$ cat src/rtl/sar_conv_pkg.sv
package sar_conv_pkg;
  localparam int unsigned SAR_W_DEF = 12;
  localparam int unsigned LOW_W_DEF = 10;
  localparam int unsigned CH_W_DEF  = 5;

  typedef struct packed {
    logic launch;   // start accepted on this edge
    logic sample;   // frame cycle 1
    logic resolve;  // frame cycles 2..DATA_W+1
    logic last;     // final resolve cycle
  } frame_ph_t;
endpackage

$ cat src/rtl/sar_frame_ctr.sv
module sar_frame_ctr
  import sar_conv_pkg::*;
#(
  parameter int unsigned DATA_W = SAR_W_DEF,
  parameter int unsigned IDX_W  = $clog2(DATA_W)
) (
  input  logic             clk_i,
  input  logic             rst_ni,
  input  logic             start_i,
  output frame_ph_t        ph_o,
  output logic [IDX_W-1:0] idx_o,
  output logic             hold_o,
  output logic             done_o
);
  localparam int unsigned FRAME = DATA_W + 2;
  localparam int unsigned CNT_W = $clog2(FRAME + 1);

  logic [CNT_W-1:0] cnt_q, cnt_d;
  logic             done_q;
  logic             slot, launch;

  assign slot   = (cnt_q == '0) || (cnt_q == CNT_W'(FRAME));
  assign launch = start_i && slot;

  always_comb begin
    if (launch)    cnt_d = CNT_W'(1);
    else if (slot) cnt_d = '0;
    else           cnt_d = cnt_q + 1'b1;
  end

  always_ff @(posedge clk_i or negedge rst_ni) begin
    if (!rst_ni) begin
      cnt_q  <= '0;
      done_q <= 1'b0;
    end else begin
      cnt_q <= cnt_d;
      if (launch)                           done_q <= 1'b0;
      else if (cnt_q == CNT_W'(FRAME - 1))  done_q <= 1'b1;
    end
  end

  always_comb begin
    ph_o.launch  = launch;
    ph_o.sample  = (cnt_q == CNT_W'(1));
    ph_o.resolve = (cnt_q >= CNT_W'(2)) && (cnt_q <= CNT_W'(FRAME - 1));
    ph_o.last    = (cnt_q == CNT_W'(FRAME - 1));
  end

  assign idx_o  = IDX_W'(CNT_W'(FRAME - 1) - cnt_q);
  assign hold_o = (cnt_q >= CNT_W'(2));
  assign done_o = done_q;

  assert_no_start_R1: assert property (@(posedge clk_i) disable iff (!rst_ni)
    (cnt_q == '0 && !start_i) |=> (cnt_q == '0));
  assert_cnt_step_R3: assert property (@(posedge clk_i) disable iff (!rst_ni)
    (cnt_q != '0 && cnt_q != CNT_W'(FRAME)) |=> (cnt_q == $past(cnt_q) + 1'b1));
  assert_done_keep_R4: assert property (@(posedge clk_i) disable iff (!rst_ni)
    (done_q && !start_i) |=> done_q);
  assert_done_drop_R4: assert property (@(posedge clk_i) disable iff (!rst_ni)
    launch |=> !done_q);
endmodule

$ cat src/rtl/sar_bit_engine.sv
module sar_bit_engine
  import sar_conv_pkg::*;
#(
  parameter int unsigned DATA_W = SAR_W_DEF,
  parameter int unsigned LOW_W  = LOW_W_DEF,
  parameter int unsigned IDX_W  = $clog2(DATA_W)
) (
  input  logic              clk_i,
  input  logic              rst_ni,
  input  frame_ph_t         ph_i,
  input  logic [IDX_W-1:0]  idx_i,
  input  logic              low_res_i,
  input  logic              cmp_i,
  output logic [DATA_W-1:0] dac_o,
  output logic [DATA_W-1:0] result_o,
  output logic              ser_o
);
  localparam logic [DATA_W-1:0] LOW_MASK = (DATA_W'(1) << (DATA_W - LOW_W)) - DATA_W'(1);

  logic [DATA_W-1:0] trial_q, trial_d, result_q, try_bit;
  logic              ser_q, bit_live, decided;

  assign try_bit  = DATA_W'(1) << idx_i;
  assign bit_live = !(low_res_i && LOW_MASK[idx_i]);
  assign decided  = bit_live && cmp_i;

  always_comb begin
    trial_d = trial_q;
    if (ph_i.launch)       trial_d = '0;
    else if (ph_i.resolve) trial_d[idx_i] = decided;
  end

  always_comb begin
    if (ph_i.sample)                    dac_o = '0;
    else if (ph_i.resolve && bit_live)  dac_o = trial_q | try_bit;
    else                                dac_o = trial_q;
  end

  always_ff @(posedge clk_i or negedge rst_ni) begin
    if (!rst_ni) begin
      trial_q  <= '0;
      result_q <= '0;
      ser_q    <= 1'b0;
    end else begin
      trial_q <= trial_d;
      if (ph_i.launch)       ser_q <= 1'b0;
      else if (ph_i.resolve) ser_q <= decided;
      if (ph_i.last)         result_q <= trial_d;
    end
  end

  assign result_o = result_q;
  assign ser_o    = ser_q;

  assert_low_zero_R9: assert property (@(posedge clk_i) disable iff (!rst_ni)
    (ph_i.last && low_res_i) |=> ((result_q & LOW_MASK) == '0));
  assert_ser_lsb_R6: assert property (@(posedge clk_i) disable iff (!rst_ni)
    ph_i.last |=> (result_q[0] == ser_q));
endmodule

$ cat src/rtl/sar_ctl_latch.sv
module sar_ctl_latch
  import sar_conv_pkg::*;
#(
  parameter int unsigned CH_W = CH_W_DEF
) (
  input  logic            clk_i,
  input  logic            rst_ni,
  input  logic            launch_i,
  input  logic            done_i,
  input  logic [CH_W-1:0] chan_i,
  input  logic            diff_i,
  input  logic            res_i,
  output logic [CH_W-1:0] chan_o,
  output logic            diff_o,
  output logic            low_res_o
);
  logic [CH_W-1:0] chan_q;
  logic            diff_pre_q, diff_q, res_q;

  always_ff @(posedge clk_i or negedge rst_ni) begin
    if (!rst_ni) begin
      chan_q     <= '0;
      diff_pre_q <= 1'b0;
      diff_q     <= 1'b0;
      res_q      <= 1'b0;
    end else begin
      diff_pre_q <= diff_i;
      if (launch_i) begin
        chan_q <= chan_i;
        diff_q <= diff_pre_q;  // mode settled one cycle ahead of start
      end
      if (done_i) res_q <= res_i;
    end
  end

  assign chan_o    = chan_q;
  assign diff_o    = diff_q;
  assign low_res_o = res_q;

  assert_chan_hold_R7: assert property (@(posedge clk_i) disable iff (!rst_ni)
    !launch_i |=> $stable(chan_q));
  assert_res_hold_R9: assert property (@(posedge clk_i) disable iff (!rst_ni)
    !done_i |=> $stable(res_q));
  assert_diff_hold_R8: assert property (@(posedge clk_i) disable iff (!rst_ni)
    !launch_i |=> $stable(diff_q));
endmodule

$ cat src/rtl/sar_conv_ctrl.sv
module sar_conv_ctrl
  import sar_conv_pkg::*;
#(
  parameter int unsigned DATA_W = SAR_W_DEF,
  parameter int unsigned LOW_W  = LOW_W_DEF,
  parameter int unsigned CH_W   = CH_W_DEF
) (
  input  logic              clk_i,
  input  logic              rst_ni,
  input  logic              start_i,
  input  logic [CH_W-1:0]   chan_sel_i,
  input  logic              diff_mode_i,
  input  logic              res_sel_i,
  input  logic              cmp_i,
  output logic [DATA_W-1:0] dac_code_o,
  output logic              hold_o,
  output logic [CH_W-1:0]   chan_o,
  output logic              diff_o,
  output logic              done_o,
  output logic [DATA_W-1:0] data_o,
  output logic              ser_o
);
  localparam int unsigned IDX_W = $clog2(DATA_W);

  frame_ph_t        ph;
  logic [IDX_W-1:0] idx;
  logic             low_res;

  sar_frame_ctr #(.DATA_W(DATA_W), .IDX_W(IDX_W)) i_frame (
    .clk_i, .rst_ni, .start_i,
    .ph_o(ph), .idx_o(idx), .hold_o, .done_o
  );

  sar_ctl_latch #(.CH_W(CH_W)) i_ctl (
    .clk_i, .rst_ni,
    .launch_i(ph.launch), .done_i(done_o),
    .chan_i(chan_sel_i), .diff_i(diff_mode_i), .res_i(res_sel_i),
    .chan_o, .diff_o, .low_res_o(low_res)
  );

  sar_bit_engine #(.DATA_W(DATA_W), .LOW_W(LOW_W), .IDX_W(IDX_W)) i_bits (
    .clk_i, .rst_ni, .ph_i(ph), .idx_i(idx), .low_res_i(low_res), .cmp_i,
    .dac_o(dac_code_o), .result_o(data_o), .ser_o
  );

  assert_dac_result_R10: assert property (@(posedge clk_i) disable iff (!rst_ni)
    done_o |-> (dac_code_o == data_o));
  assert_hold_done_R10: assert property (@(posedge clk_i) disable iff (!rst_ni)
    $rose(done_o) |-> hold_o);
endmodule

$ cat config.mk
export PLATFORM = sky130hd
export DESIGN_NAME = sar_conv_ctrl
export DESIGN_NICKNAME = d
export VERILOG_FILES = /design/src/rtl/sar_conv_pkg.sv /design/src/rtl/sar_frame_ctr.sv /design/src/rtl/sar_bit_engine.sv /design/src/rtl/sar_ctl_latch.sv /design/src/rtl/sar_conv_ctrl.sv
export SDC_FILE = /design/constraint.sdc
export NUM_CORES = 1
export LEC_CHECK = 0
export BUFFER_PORTS_ARGS = -buffer_cell sky130_fd_sc_hd__buf_4
export CAP_MARGIN = 15
export CELL_PAD_IN_SITES_DETAIL_PLACEMENT = 0
export CELL_PAD_IN_SITES_GLOBAL_PLACEMENT = 1
export CORE_MARGIN = 10
export CORE_UTILIZATION = 35
export CTS_CLUSTER_SIZE = 12
export DETAILED_ROUTE_END_ITERATION = 10
export PLACE_DENSITY_LB_ADDON = 0.1
export SLEW_MARGIN = 10
export SYNTH_ARGS = -nofsm -noshare
export SYNTH_HDL_FRONTEND = slang
export SYNTH_SLANG_ARGS = --single-unit
$ cat constraint.sdc
create_clock -name clk_i -period 2.9 [get_ports clk_i]
set_input_delay 0.145 -clock clk_i [delete_from_list [all_inputs] [get_ports clk_i]]
set_output_delay 0.145 -clock clk_i [all_outputs]
set_load 0.02 [all_outputs]
==> results summary, run 1 <==
The minimum setup slack in the final design came out at 247 ps. The die height came out at 96.3 um. STA classifies the critical path endpoint as an output port. The die area is 9280 um2. The clock latency on the worst-skew pair is 290 ps. Across all layers, the routed design uses 1616 vias. The placed instance count came out at 313. The type of the worst setup path is reg2out. The leftover overflow at the end of global routing came out at 0.

The CTS tree is done. In the routed design, unresolved DRC markers number 0. The count of buffers from port buffering came out at 43. The final standard cell utilization of the core is 45.2%.

The post-cts gate resize count came out at 0. The number of different library cells in the post-synthesis netlist is 41. The number of antenna-violating nets in the routed design is 0. The final layout contains 269 nets. Yosys mapped a number of flops with a built-in enable equal to 0.

After synthesis, the most frequently instantiated cells are dfrtp_1, nor2_1, nand2_1. The final wirelength is 5.24 mm. The fraction of final layout cells sized beyond drive strength 1 is 32.8%.

At the pin with the least slew margin, the transition time is 543 ps. The post-synthesis cell area is 2040 um2. The floorplan has 27 rows.

The total area inside the core boundary comes to 5570 um2. Entering global routing, the biggest net connects 39 pins. The tree is rooted in a clkbuf_8. The fraction of the yosys area taken by sequential cells came out at 46.7%. Data on the critical path is required at its endpoint by 2760 ps. Across the run, the number of max-cap violations was 0. Dividing the final minimum period by the clock period gives 91.5%. The fmax came out at 0.377 GHz.

The HPWL after detailed placement is 3.80 mm. The fraction of registers with async set or reset after synthesis is 100%. Walking the worst path, the cells encountered are inv_2 -> ha_1 -> nor2b_2 -> or4_4 -> and3_4 -> a21oi_1 -> nor2_1 -> buf_4. The worst vdd rail ir drop is 0.468 mV.

Setup violations remaining at the end of the flow were counted as 0. The largest driver fanout on the critical path came out at 14. The deepest level of the CTS H-tree is 2. The post-synth net total came out at 221. Clock tree synthesis inserted a total of 5 buffers. The initial antenna violation count is 0. After clock tree synthesis, the clock-pin slew on the worst setup and hold paths is 70 ps. The number of flip-flops and latches in the synthesized netlist is 38. The leakage power figure is 0.00123 uW. The mean instance size in the synthesized netlist came out at 10.1 um2. The type of the tightest min-delay check is in2reg. The repair_antennas step left the layout with diodes totalling 0. By area the synthesized netlist is led by dfrtp_1, mux2i_1, nor2_1, nand2_1, ha_1. The number of global-route vias before repair is 1661. The most used flip-flop cell after synthesis is dfrtp_1. The setup skew after layout came out at 7.72 ps.

The flow ran to the end, and the final reports show no timing, DRC or antenna violations. The routability-driven placement congestion ratio came out at 0.747. In the post-synthesis netlist, the cell with the most instances is dfrtp_1. The total number of clock tree sinks is 38. The setup slack after placement came out at 589 ps. The overall global routing resource usage is 12.0%.

The delay of the slowest cell on the worst path is 620 ps. The family with the most delay on the worst path is simple AND/OR/NAND/NOR gates. The number of instances in the synthesized netlist is 202. In this run the count of I/O pins placed on the die edge is 44.

Setup repair after global routing left no endpoint under its margin. The initial cell density of the core is 36.6%. The combined buffer and inverter count along the critical path is 2.

Hold repair after CTS inserted 2 buffers. The post-CTS setup buffer count is 0. The worst setup path is launched from a register. The highest-delay cell along the critical path is dfrtp_1. The synthesized design spends more area on one cell type than any other, namely dfrtp_1. The number of pins with negative max-slew slack in the final report is 0.

The per-cell via count in the routed design is 5.02. The critical path data arrival time is 2510 ps. Before antenna repair, the detailed router went through 4 iterations.

Measured along the x axis, the die boundary spans 96.3 um. Relative to the synthesized area, the layout overhead comes to 23.6%. The number of hold-slack violations in the final timing report was 0. The first global-routing pass estimated 8.64 mm of wire. The Yosys step of the flow raised 0 warnings. For the final routed database, the setup TNS stands at 0 ps. The count of routing violations after the opening detailed-route iteration is 60.

In this run the power density over the cells is 1210 nW/um2. Measured against its own limit, the worst slew margin works out to 63.8%. The minimum clock period came out at 2650 ps. After the flow finishes, the layout carries non-filler instances totaling 322. The area share of the leading cell type in the synthesized netlist is 46.7%. The routed wire length per instance came out at 16.3 um. Counting along the longest clock path gives a buffer depth of 2.
area by class of cell:
cell class              instances  area (um2)
multi-input cells             148         992
fillers                       568        3050
inverters                       6        22.5
clock buffers                   7        76.3
repair buffers                 51         388
flip-flops and latches         38         951
well taps                      72        90.1
flip-flops by register name (all words and copies together) (netlist names):
register and cells:
i_bits.result_o 12, i_bits.ser_o 1, i_ctl.diff_o 1, i_frame.done_o 1, i_ctl.low_res_o 1, i_bits.trial_q 12
i_ctl.diff_pre_q 1, i_frame.cnt_q 4, i_ctl.chan_o 5
kinds of logic (layout without fill, tap and decap cells):
family	Yosys count	after routing	synth area share [%]
and+or+nand+nor	81	81	20.0
AOI/OAI and AO/OA	38	38	13.2
DFF	38	38	46.7
muxes	19	19	9.76
buffers and inverters	16	64	4.66
adders and majority gates	8	8	4.91
xor gates and xnor gates	2	2	0.860
cells in the final DEF (no fill, tap or decap), types with 4 or more instances in the layout:
cell,Yosys,final
nand2_1,27,27
a21oi_1,8,8
clkbuf_8,0,5
nand3_2,4,4
and3_1,6,6
dfrtp_1,38,38
buf_4,2,49
a21oi_2,6,6
mux2i_1,12,12
o21ai_1,11,11
inv_1,5,5
mux2_2,7,7
ha_1,8,8
nor2_1,28,28
nand3_1,4,4
per-layer routing:
metal | global-route usage, % | routed length, um
met1 | 14.9 | 2380
met2 | 18.9 | 2430
met3 | 4.28 | 350
met4 | 4.00 | 70
met5 | 0 | 0
through the flow:
| stage | cell area [um2] | hold WS (ps) | total power [uW] |
|---|---|---|---|
| 6_report | 2520 | 86.3 | 3050 |
| 3_3_place_gp | 2420 | 155 | 2730 |
| 4_1_cts | 2520 | 76.2 | 3100 |
| 5_1_grt | 2520 | 69.3 | 3310 |
| 3_5_place_dp | 2420 | 156 | 2740 |
| 2_1_floorplan | 2040 | -151 | 2110 |
worst paths after layout:
path / start / end / slack [ps] / cells past startpoint
min in group asynchronous: rst_ni / i_frame.cnt_q[1] / 370 / 2
worst max-delay path: i_frame.cnt_q[2] / dac_code_o[6] / 250 / 8
worst min-delay path: chan_sel_i[1] / i_ctl.chan_o[1] / 90 / 2
worst min register to register: i_bits.result_o[4] / i_bits.result_o[4] / 480 / 2
max in group asynchronous: rst_ni / i_ctl.low_res_o / 2190 / 2
worst max register to register: i_frame.cnt_q[2] / i_bits.result_o[8] / 580 / 7
where the power goes:
part	internal, uW	leakage (uW)	switching [uW]	total (uW)
Combinational	716	0.000709	1030	1750
Clock	166	0.0000383	177	342
Sequential	756	0.000481	197	953
Total	1640	0.00123	1410	3050
Power figures use the tool's default switching activity.
==> run 2: changes to the inputs <==
- CORE_MARGIN: 10 -> 2
- SKIP_CTS_REPAIR_TIMING: not set -> 1
==> results summary, run 2 (synthesis results as in run 1) <==
The internal power component is 1670 uW (+1.9%). The global routing met1 resource utilization is 21.2% (+6.3 points). The count of endpoints failing setup in the final report is 0 (unchanged). The length of the first detailed-routing pass in iterations is 4 (unchanged). The routability-driven placement congestion ratio is 0.755 (+0.99%).

The worst setup path is launched from a register. The total number of clock tree sinks is 38 (unchanged). The fraction of power spent switching nets was 45.6% (-0.61 points). The count of routing violations after the opening detailed-route iteration came out at 81 (+35%).

The count of buffers from port buffering came out at 43 (unchanged). The initial antenna violation count is 0 (unchanged). The setup total negative slack came out at 0 ps (unchanged). The largest driver fanout on the critical path came out at 14 (unchanged).

The clock latency on the worst-skew pair came to 280 ps (about the same). The fraction of final layout cells sized beyond drive strength 1 is 33.7% (+0.93 points). Setup repair after global routing left no endpoint under its margin.

The highest-delay cell along the critical path is dfrtp_1. TritonCTS built the clock tree. The count of standard-cell rows is 27 (unchanged).

The type of the tightest min-delay check is in2reg. The post-route clock period utilization is 91.9% (+0.41 points). Leaving out fill and tap cells, the most frequent cell in the layout is buf_4. The met2 usage in global routing was 26.9% (+8.0 points). The max capacitance violation total is 0 (unchanged).

The wire length of the first global-routing pass came out at 8.05 mm (-6.9%). The setup skew after layout is 5.82 ps (-1.91 ps). The global routing stage identified its most utilized layer as met2.

The combined buffer and inverter count along the critical path is 2 (unchanged). The HPWL after detailed placement came out at 3.38 mm (-11%). The sequential group share of total power is 31.2% (about the same). The met3 usage is 4.16% (-0.12 points).

The delay of the slowest cell on the worst path came out at 630 ps (about the same). The power dissipated by switching net loads came out at 1400 uW (-0.52%). The worst path required time was 2760 ps (about the same). The count of antenna diodes in the layout is 0 (unchanged). The clock-pin slew on the worst setup and hold paths came out at 70 ps (about the same). The final standard cell utilization of the core is 45.6% (+0.40 points).

The pin count of the biggest net entering global routing is 39 (unchanged). The chip width is 80.3 um (-17%). The root buffer cell chosen for the clock tree is clkbuf_8. The deepest level of the CTS H-tree is 2 (unchanged). Among cell families on the critical path, the largest total delay comes from simple AND/OR/NAND/NOR gates. The leakage power figure came out at 0.00124 uW (+1.2%). The final wirelength came out at 4.84 mm (-7.5%). The worst slew margin relative to its limit came to 48.9% (-15 points). The core area is 5570 um2 (unchanged). The library cells used most frequently in the layout, excluding fill and tap cells, are buf_4, dfrtp_1, nor2_1. The number of nets in the layout is 270 (+0.37%). The slew at the pin closest to its max-slew limit came out at 765 ps (+223 ps). The number of pins with negative max-slew slack in the final report is 0 (unchanged). The part of the total power dissipated in the clock network is 12.0% (+0.8 points). The critical path data arrival time came out at 2520 ps (about the same). The post-synthesis to final-layout area growth is 24.7%. The type of the worst setup path is reg2out.

The power density normalized to cell area came out at 1210 nW/um2 (about the same). The number of antenna-violating nets in the routed design was 0 (unchanged). The maximum root-to-sink buffer count is 2 (unchanged). The number of global-route vias before repair is 1601 (-3.6%).

The worst setup path is captured at an output port. The die height was 80.3 um (-17%). The per-cell via count in the routed design is 4.88 (-2.7%). The die area came to 6450 um2 (-30%). The routed wire length per instance is 14.9 um (-8.1%). The minimum clock period came to 2660 ps (+11.9 ps). The flow ran to the end, and the final reports show no timing, DRC or antenna violations. The number of I/O pins came out at 44 (unchanged). The worst vdd rail ir drop is 0.426 mV (-9.0%). The number of remaining DRC errors is 0 (unchanged). The total clock buffers created by CTS is 5 (unchanged). The combinational group share of total power came out at 56.8% (-0.7 points). The number of hold-slack violations in the final timing report is 0 (unchanged).

The overall global routing resource usage is 16.4% (+4.4 points). The initial cell density of the core was 36.6% (unchanged). The fmax came to 0.375 GHz (-0.45%). The via count is 1582 (-2.1%). Traced cell by cell, the critical path runs through inv_2 -> ha_1 -> nor2b_2 -> or4_4 -> and3_4 -> a21oi_1 -> nor2_1 -> buf_4.

The leftover overflow at the end of global routing is 0 (unchanged).
-- run 2: cell type report --
| cell class | count | area [um2] |
|---|---|---|
| fill | 566 | 3030 |
| sequential | 38 | 951 |
| inverter | 6 | 22.5 |
| clock inverter | 1 | 5.00 |
| timing repair buffer | 52 | 395 |
| multi-input combinational | 148 | 992 |
| clock buffer | 7 | 86.3 |
| tap | 72 | 90.1 |
-- run 2: metal layers --
metal | up-vias | wire, um
met5 | - | 0
met3 | 4 | 210
li1 | 789 | -
met4 | 0 | 48
met2 | 27 | 2270
met1 | 762 | 2310
-- run 2: power by group through the flow --
stage	sequential, uW	clock [uW]	combinational (uW)
after floorplan	1070	0	1040
after global placement	961	0	1760
after detailed placement	966	0	1750
after CTS	959	386	1760
after global routing	997	411	1920
final	957	369	1740
-- run 2: final timing paths --
| check | startpoint | to | slack, ps | depth (start not counted) |
|---|---|---|---|---|
| max | i_frame.cnt_q[2] | dac_code_o[4] | 240 | 8 |
| min | res_sel_i | i_ctl.low_res_o | 90 | 2 |
| max reg2reg | i_frame.cnt_q[2] | i_bits.result_o[8] | 610 | 7 |
| min reg2reg | i_ctl.diff_pre_q | i_ctl.diff_o | 480 | 1 |
| max in group asynchronous | rst_ni | i_bits.result_o[1] | 2200 | 2 |
| min in group asynchronous | rst_ni | i_frame.cnt_q[3] | 360 | 2 |
-- run 2: worst register-to-register path, stage by stage (launching register included) --
cell,delay [ps]
dfrtp_1,630
inv_2,100
ha_1,210
nor2b_2,170
or4_4,540
nand4_1,170
mux2i_1,260
o21ai_0,110
-- run 2: stage by stage --
step	power, uW	hold slack (ps)	instance area, um2	setup WS (ps)	std cells
after floorplan	2110	-151	2040	828	202
after global routing	3330	81.5	2540	67.9	324
after detailed placement	2720	152	2430	577	314
after CTS	3110	-161	2520	249	322
final	3070	88.3	2540	235	324
after global placement	2720	155	2430	552	314
==> run 3: changes to the inputs <==
- clock period: 2.9 -> 2.5 ns (I/O delays scaled with it)
==> results summary, run 3 (synthesis results as in run 1) <==
Compared with the post-synthesis result, the final layout area differs by 26.6%. The max capacitance violation total came out at 0 (unchanged). The type of the worst setup path is reg2out. The worst vdd rail ir drop is 0.626 mV (+47%). The initial cell density of the core is 36.6% (unchanged).

The length of the first detailed-routing pass in iterations is 4 (unchanged). The clock latency on the worst-skew pair came out at 290 ps (about the same). The total cell area at the placement stage came out at 2450 um2 (+0.62%). The die area is 6450 um2 (unchanged). The fraction of final layout cells sized beyond drive strength 1 came to 35.9% (+2.2 points). The wire length of the first global-routing pass is 8.11 mm (+0.86%).

The worst setup path is captured at an output port. The maximum root-to-sink buffer count is 2 (unchanged). The total power of the final layout is 3630 uW (+18%). The leftover overflow at the end of global routing is 0 (unchanged). The die height is 80.3 um (unchanged). The chip width is 80.3 um (unchanged).

The clock-pin slew on the worst setup and hold paths is 80 ps (about the same). The total non-filler cell area in the finished layout was 2580 um2 (+1.5%). The root buffer cell chosen for the clock tree is clkbuf_8. The worst setup path is launched from a register. The number of hold-slack violations in the final timing report is 0 (unchanged). The count of standard-cell rows came out at 27 (unchanged). The number of I/O pins is 44 (unchanged). The post-route clock period utilization came out at 93.6%. The core area is 5570 um2 (unchanged). Timing would allow up to 0.427 GHz. The deepest level of the CTS H-tree came to 2 (unchanged). The number of pins with negative max-slew slack in the final report is 0 (unchanged). The number of nets in the layout was 274 (+1.5%).

The worst slew margin relative to its limit came to 64.0% (+15 points). The setup skew after layout came out at 3.96 ps (-1.86 ps). The critical path data arrival time came out at 2220 ps (-300 ps).

The number of fill cells came out at 588 (+3.9%). The total number of clock tree sinks came out at 38 (unchanged). The routed wire length per instance is 14.9 um (about the same).

Setup repair after global routing left no endpoint under its margin. The count of buffers from port buffering came to 43 (unchanged). The total clock buffers created by CTS came out at 5 (unchanged). The pin count of the biggest net entering global routing is 39 (unchanged). The count of routing violations after the opening detailed-route iteration is 68 (-16%).

The via count was 1620 (+2.4%). The per-cell via count in the routed design came out at 4.94 (+1.2%). The CTS tree is done. The power density normalized to cell area is 1410 nW/um2 (+17%). The HPWL after detailed placement is 3.39 mm (about the same).

The overall global routing resource usage came out at 16.8% (+0.39 points). The setup total negative slack came out at 0 ps (unchanged). The count of endpoints failing setup in the final report came out at 0 (unchanged). The minimum clock period came out at 2340 ps. The routability-driven placement congestion ratio is 0.742 (-1.7%).

The library cell used most frequently in the layout, excluding fill and tap cells, is buf_4. The slew at the pin closest to its max-slew limit came to 540 ps (-225 ps). The number of remaining DRC errors came out at 0 (unchanged). The worst path required time came out at 2380 ps (-380 ps). The number of global-route vias before repair came out at 1598 (-0.19%). The largest driver fanout on the critical path is 11 (-3).

The count of antenna diodes in the layout is 0 (unchanged). The initial antenna violation count is 0 (unchanged). The flow ran to the end, and the final reports show no timing, DRC or antenna violations. The final wirelength came out at 4.90 mm (+1.1%).

In the layout the commonest cells are buf_4, dfrtp_1, nor2_1. The leakage power figure is 0.00126 uW (+1.2%). The number of antenna-violating nets in the routed design was 0 (unchanged). In this run the worst hold path is classified as in2reg.
-- run 3: critical path: stages, from the launching register on --
cell     delay, ps
dfrtp_2        460
ha_1           180
nor2b_2        170
or4_4          540
and3_4         210
a21oi_1        150
nor2_1          60
buf_4          150
-- run 3: area by class of cell --
| class | count | area (um2) | area share [%] |
|---|---|---|---|
| Tap cell | 72 | 90.1 | 3.49 |
| Clock inverter | 2 | 12.5 | 0.485 |
| Sequential cell | 38 | 952 | 36.9 |
| Multi-Input combinational cell | 148 | 995 | 38.6 |
| Clock buffer | 6 | 82.6 | 3.20 |
| Timing Repair Buffer | 56 | 425 | 16.5 |
| Inverter | 6 | 22.5 | 0.873 |
-- run 3: per-layer routing --
metal	GRT usage (%)	up-vias	wire, um
li1	-	797	-
met5	0	-	0
met3	4.27	7	238
met1	22.3	788	2350
met2	26.5	28	2230
met4	6.10	0	78
-- run 3: final timing paths --
check	startpoint	end	slack, ps	depth (start not counted)
setup / recovery	i_frame.cnt_q[1]	dac_code_o[7]	160	7
hold / removal	res_sel_i	i_ctl.low_res_o	60	2
setup reg to reg	i_frame.cnt_q[0]	i_ctl.chan_o[2]	450	6
hold reg to reg	i_ctl.diff_pre_q	i_ctl.diff_o	480	1
max in group asynchronous	rst_ni	i_frame.cnt_q[1]	1820	2
min in group asynchronous	rst_ni	i_frame.cnt_q[2]	330	2
-- run 3: through the flow --
step / setup WS, ps / cells / utilization (%) / hold WS [ps]
after floorplan: 448 / 202 / - / -171
after global placement: 336 / 316 / 43.9 / 135
after detailed placement: 325 / 316 / 43.9 / 132
after CTS: 18.3 / 324 / 45.6 / -198
after global routing: 46.6 / 328 / 46.3 / 51.8
final: 160 / 328 / 46.3 / 59.9
-- run 3: power by group --
part / internal [uW] / switching, uW
logic: 877 / 1230
clock network: 222 / 227
registers: 879 / 195
